--- src/rtl/txlvl_pkg.sv ---
package txlvl_pkg;

   typedef enum logic [1:0] {
      ST_IDLE = 2'd0,
      ST_RUN  = 2'd1,
      ST_HOLD = 2'd2
   } seq_state_t;

   typedef enum logic [1:0] {
      DIR_KEEP = 2'd0,
      DIR_UP   = 2'd1,
      DIR_DOWN = 2'd2
   } step_dir_t;

   // Over-range wins when both comparators report
   function automatic step_dir_t pick_dir(input logic lo, input logic hi);
      if (hi)      return DIR_UP;
      else if (lo) return DIR_DOWN;
      else         return DIR_KEEP;
   endfunction

endpackage

--- src/rtl/txlvl_phase.sv ---
module txlvl_phase #(
   parameter int STEPS_PER_BIT = 4,
   parameter int SUB_CYCLES    = 8
) (
   input  logic clk,
   input  logic rst_n,
   input  logic clear,
   input  logic bit_tick,
   output logic instant
);

   generate
      if (STEPS_PER_BIT == 1) begin : g_direct
         logic unused_ok;
         assign unused_ok = clk ^ rst_n;
         assign instant   = bit_tick & ~clear;
      end else begin : g_divided
         localparam int SUB_W  = $clog2(SUB_CYCLES + 1);
         localparam int SLOT_W = $clog2(STEPS_PER_BIT);
         localparam logic [SUB_W-1:0]  SUB_END  = SUB_W'(SUB_CYCLES);
         localparam logic [SLOT_W-1:0] SLOT_END = SLOT_W'(STEPS_PER_BIT - 1);

         logic              busy;
         logic [SUB_W-1:0]  sub_cnt;
         logic [SLOT_W-1:0] slot_cnt;
         logic              sub_hit;

         assign sub_hit = busy && (sub_cnt == SUB_END);
         assign instant = ~clear & (bit_tick | sub_hit);

         always_ff @(posedge clk or negedge rst_n) begin
            if (!rst_n) begin
               busy     <= 1'b0;
               sub_cnt  <= '0;
               slot_cnt <= '0;
            end else if (clear) begin
               busy     <= 1'b0;
               sub_cnt  <= '0;
               slot_cnt <= '0;
            end else if (bit_tick) begin
               busy     <= 1'b1;
               sub_cnt  <= SUB_W'(1);
               slot_cnt <= SLOT_W'(1);
            end else if (sub_hit) begin
               sub_cnt  <= SUB_W'(1);
               slot_cnt <= slot_cnt + SLOT_W'(1);
               if (slot_cnt == SLOT_END) busy <= 1'b0;
            end else if (busy) begin
               sub_cnt <= sub_cnt + SUB_W'(1);
            end
         end
      end
   endgenerate

endmodule

--- src/rtl/txlvl_step.sv ---
module txlvl_step
   import txlvl_pkg::*;
#(
   parameter int CODE_W = 3
) (
   input  logic              clk,
   input  logic              rst_n,
   input  logic              en,
   input  logic              lo,
   input  logic              hi,
   output logic [CODE_W-1:0] code
);

   localparam logic [CODE_W-1:0] CODE_MAX = {CODE_W{1'b1}};

   step_dir_t         dir;
   logic [CODE_W-1:0] code_nxt;

   always_comb begin
      dir      = pick_dir(lo, hi);
      code_nxt = code;
      if (en) begin
         unique case (dir)
            DIR_UP:   if (code != CODE_MAX) code_nxt = code + CODE_W'(1);
            DIR_DOWN: if (code != '0)       code_nxt = code - CODE_W'(1);
            default:  code_nxt = code;
         endcase
      end
   end

   always_ff @(posedge clk or negedge rst_n) begin
      if (!rst_n) code <= CODE_MAX;
      else        code <= code_nxt;
   end

endmodule

--- src/rtl/txlvl_seq.sv ---
module txlvl_seq
   import txlvl_pkg::*;
#(
   parameter int CODE_W        = 3,
   parameter int ADAPT_STEPS   = 8,
   parameter int STEPS_PER_BIT = 4,
   parameter int SUB_CYCLES    = 8
) (
   input  logic              clk,
   input  logic              rst_n,
   input  logic              frame_start,
   input  logic              bit_tick,
   input  logic              flag_low,
   input  logic              flag_high,
   output logic [CODE_W-1:0] atten,
   output logic              adapt_done
);

   localparam int CNT_W = $clog2(ADAPT_STEPS + 1);
   localparam logic [CNT_W-1:0] CNT_LAST = CNT_W'(ADAPT_STEPS - 1);

   generate
      if (CODE_W < 1) begin : g_bad_code_w
         $error("CODE_W must be at least 1");
      end
      if (STEPS_PER_BIT < 1 || SUB_CYCLES < 1) begin : g_bad_phase
         $error("STEPS_PER_BIT and SUB_CYCLES must be at least 1");
      end
      if (ADAPT_STEPS < 1 || (ADAPT_STEPS % STEPS_PER_BIT) != 0) begin : g_bad_steps
         $error("ADAPT_STEPS must be a positive multiple of STEPS_PER_BIT");
      end
   endgenerate

   seq_state_t        state;
   logic [CNT_W-1:0]  step_cnt;
   logic              instant;
   logic              adapt;
   logic              phase_clear;

   assign phase_clear = frame_start | (state != ST_RUN);
   assign adapt       = (state == ST_RUN) & instant & ~frame_start;

   txlvl_phase #(
      .STEPS_PER_BIT (STEPS_PER_BIT),
      .SUB_CYCLES    (SUB_CYCLES)
   ) u_phase (
      .clk      (clk),
      .rst_n    (rst_n),
      .clear    (phase_clear),
      .bit_tick (bit_tick),
      .instant  (instant)
   );

   txlvl_step #(
      .CODE_W (CODE_W)
   ) u_step (
      .clk   (clk),
      .rst_n (rst_n),
      .en    (adapt),
      .lo    (flag_low),
      .hi    (flag_high),
      .code  (atten)
   );

   always_ff @(posedge clk or negedge rst_n) begin
      if (!rst_n) begin
         state      <= ST_IDLE;
         step_cnt   <= '0;
         adapt_done <= 1'b0;
      end else if (frame_start) begin
         state      <= ST_RUN;
         step_cnt   <= '0;
         adapt_done <= 1'b0;
      end else if (adapt) begin
         step_cnt <= step_cnt + CNT_W'(1);
         if (step_cnt == CNT_LAST) begin
            state      <= ST_HOLD;
            adapt_done <= 1'b1;
         end
      end
   end

endmodule

--- config.mk ---
export PLATFORM = sky130hd
export DESIGN_NAME = txlvl_seq
export DESIGN_NICKNAME = d
export VERILOG_FILES = /design/src/rtl/txlvl_pkg.sv /design/src/rtl/txlvl_phase.sv /design/src/rtl/txlvl_step.sv /design/src/rtl/txlvl_seq.sv
export SDC_FILE = /design/constraint.sdc
export NUM_CORES = 1
export LEC_CHECK = 0
export BUFFER_PORTS_ARGS = -buffer_cell sky130_fd_sc_hd__buf_2
export CAP_MARGIN = 10
export CORE_MARGIN = 2
export CORE_UTILIZATION = 50
export CTS_CLUSTER_DIAMETER = 50
export DETAILED_ROUTE_END_ITERATION = 8
export PLACE_DENSITY = 0.78
export SYNTH_ARGS = -nofsm -noshare
export SYNTH_HDL_FRONTEND = slang
export SYNTH_SLANG_ARGS = --single-unit
--- constraint.sdc ---
create_clock -name clk -period 1.4 [get_ports clk]
set_input_delay 0.07 -clock clk [delete_from_list [all_inputs] [get_ports clk]]
set_output_delay 0.07 -clock clk [all_outputs]
set_load 0.02 [all_outputs]
==> impl_metrics.tcl <==
set metrics [dict create \
    status "complete, but fails checks" \
    violations "setup timing" \
    p_leak_nw 0.532 \
    worstSkewPairLatency_ps 290 \
    start_util_pct 51.8 \
    postRouteWirelength_mm 1.74 \
    timing.hold.worst.class "in2reg" \
    dieWidth_um 45.6 \
    antenna_found_initial 0 \
    setup_viol 8 \
    hpwl_mm 1.14 \
    syn_nets 92 \
    rsz0062_at_grt "yes" \
    final_area_um2 1140 \
    final.fill_count 127 \
    worst_pin_slew_ps 366 \
    max-vdd-ir-drop_mv 0.842 \
    first_global_vias 660 \
    placed_area_um2 1010 \
    drcViolationCount 0 \
    num_vias 684 \
    synthesis.instances 81 \
    cp-start-kind "register" \
    max_freq_ghz 0.679 \
    synthTopCellsByArea "dfrtp_1 (38%), dfstp_2 (9.1%), ha_1 (5.8%)" \
    grt_usage_pct 20.1 \
    ys_seq_area_share_pct 46.7 \
    slew_headroom_pct 75.6 \
    report.final.slew_viol_count 0 \
    r2r_slack_ps -70 \
    std_cell_rows 15 \
    antenna_cells 0 \
    instances_no_fill 125 \
    via_per_inst 5.47 \
    fin_crit_ps 1470 \
    overflow 0 \
    seq_area_um2 405 \
    drive_above_1_share_pct 45.4 \
    ys_types 31 \
    ant_nets 0 \
    cts-root-buf "clkbuf_4" \
    skew_ps 8.11 \
    syn_area_per_cell_um2 10.7 \
    post-synth-top-area-cell "dfrtp_1" \
    setup_tns_ps -415 \
    port_buffers 9 \
    syn-cell-area_um2 865 \
    gp_congestion 0.702 \
    firstDrtPassIters 4 \
    clock_sinks 16 \
    grt_pass1_wl_mm 2.82 \
    hold_viol 0 \
    cp-end-kind "register" \
    ys_warn_count 0 \
    crit_required_ps 1590 \
    syn_to_final_growth_pct 32.0 \
    cap_violations 0 \
    cp_max_fo 4 \
    fin_crit_sh_pct 105 \
    core-area_um2 1670 \
    fp.dieH_um 45.6 \
    cts_tree "yes" \
    clk_path_buf_depth 2 \
    fin_util_pct 68.3 \
    multi_input_area_um2 484 \
    ys_ff_latch 16 \
    grt_start_max_net_pins 17 \
    cellPowerDensity_nw_per_um2 1230 \
    synth_top_area_share_pct 37.6 \
    worstPathArrival_ps 1660 \
    clk_pin_slew_ps 90 \
    die-area_um2 2080 \
    ios 10 \
    htree_num_levels 1 \
    cts_buffers 3 \
    final_nets 120 \
    setup_ws_ps -71.8 \
    placedCellCount 115 \
    crit_type "reg2reg" \
    drt-initial-drc-count 10 \
    wl_per_cell_um 13.9 \
]
[layout make-up]
| cell class | instances | area share [%] |
|---|---|---|
| flip-flops and latches | 16 | 35.5 |
| inverters | 6 | 1.97 |
| well taps | 17 | 1.86 |
| repair buffers | 25 | 15.0 |
| multi-input cells | 57 | 42.4 |
| clock buffers | 4 | 3.18 |
[layer usage]
metal	global-route usage (%)	share of wire, %
met4	12.4	2.4
met2	31.8	50
met1	23.8	46
met3	5.95	2.4
met5	0	0
[power by group]
| group | switching [mW] | internal (mW) |
|---|---|---|
| logic | 0.257 | 0.240 |
| registers | 0.0477 | 0.555 |
| clock network | 0.148 | 0.159 |
[metrics by stage]
step | worst slack, ps | hold WS [ps] | total power, mW
finish | -71.8 | 116 | 1.41
global route | -149 | 113 | 1.51
CTS | -84.3 | 63.4 | 1.41
detailed placement | -114 | -1.54 | 1.04
global placement | -32.9 | -3.05 | 1.01
floorplan | -153 | -226 | 0.867
[sequential cells by signal (all words and copies together), names as in the netlist]
signal                      count
u_phase.g_divided.busy          1
u_phase.g_divided.sub_cnt       4
step_cnt                        4
u_phase.g_divided.slot_cnt      2
state                           2
u_step.code                     3
[synthesized netlist by cell type]
cell type / n
o21bai_4: 1
nand2b_1: 2
o41ai_1: 1
nand3_1: 1
nor2_1: 9
or3b_1: 1
nand4b_1: 1
nor3_1: 2
fa_1: 1
xnor2_1: 3
inv_1: 6
a21oi_1: 1
mux2i_1: 3
xor2_1: 4
and2b_2: 2
nand3b_1: 2
nor3_2: 1
or3_1: 1
nand2_1: 3
o21ai_0: 5
ha_1: 4
buf_2: 2
nand4_1: 2
dfstp_2: 3
nor4b_1: 1
o31a_1: 1
clkbuf_2: 1
o21ba_2: 1
and4b_1: 1
dfrtp_1: 13
o31ai_1: 2
[cells in the final DEF, fill, tap and decap left out, types with 3 or more instances in the layout]
cell,instances
buf_2,9
buf_4,14
clkbuf_4,3
dfrtp_1,12
dfstp_2,3
ha_1,3
inv_1,5
mux2i_1,3
nand2_1,3
nor2_1,7
o21ai_1,3
xnor2_1,3
xor2_1,4
[final timing paths]
kind,depth (start not counted),endpoint,from
worst max-delay path,7,step_cnt[2],u_phase.g_divided.sub_cnt[0]
worst min-delay path,3,state[0],frame_start
worst max register to register,7,step_cnt[2],u_phase.g_divided.sub_cnt[0]
worst min register to register,1,step_cnt[0],step_cnt[0]
max in group asynchronous,2,u_step.code[1],rst_n
min in group asynchronous,2,u_phase.g_divided.busy,rst_n
[worst max-delay path, stage by stage, from the launching register on]
cell,delay [ps]
dfrtp_1,390
inv_1,70
ha_2,180
and4b_2,300
buf_6,130
o21bai_4,60
o21ai_1,160
o31ai_1,90
[repair_timing]
| action | in CTS | in global routing |
|---|---|---|
| hold buffers | 1 | 0 |
| resized for setup | 6 | 8 |
| gates cloned | 0 | 1 |
| setup buffers | 3 | 1 |
| hold endpoints to repair | 16 | 0 |
| setup endpoints to repair | 9 | 12 |
| pin swaps | 7 | 6 |
[kinds of logic (layout without fill, tap and decap cells)]
| logic type | Yosys count | in the layout | share of synthesized area (%) |
|---|---|---|---|
| AND/OR/NAND/NOR | 29 | 29 | 19.7 |
| flip-flops | 16 | 16 | 46.7 |
| multiplexers | 3 | 3 | 3.47 |
| AO/OA/AOI/OAI | 12 | 13 | 10.6 |
| XOR/XNOR | 7 | 7 | 7.09 |
| buffers and inverters | 9 | 35 | 4.34 |
| adder cells (fa/ha/maj) | 5 | 5 | 8.10 |
Note: power is estimated with default switching activity, not from simulation.
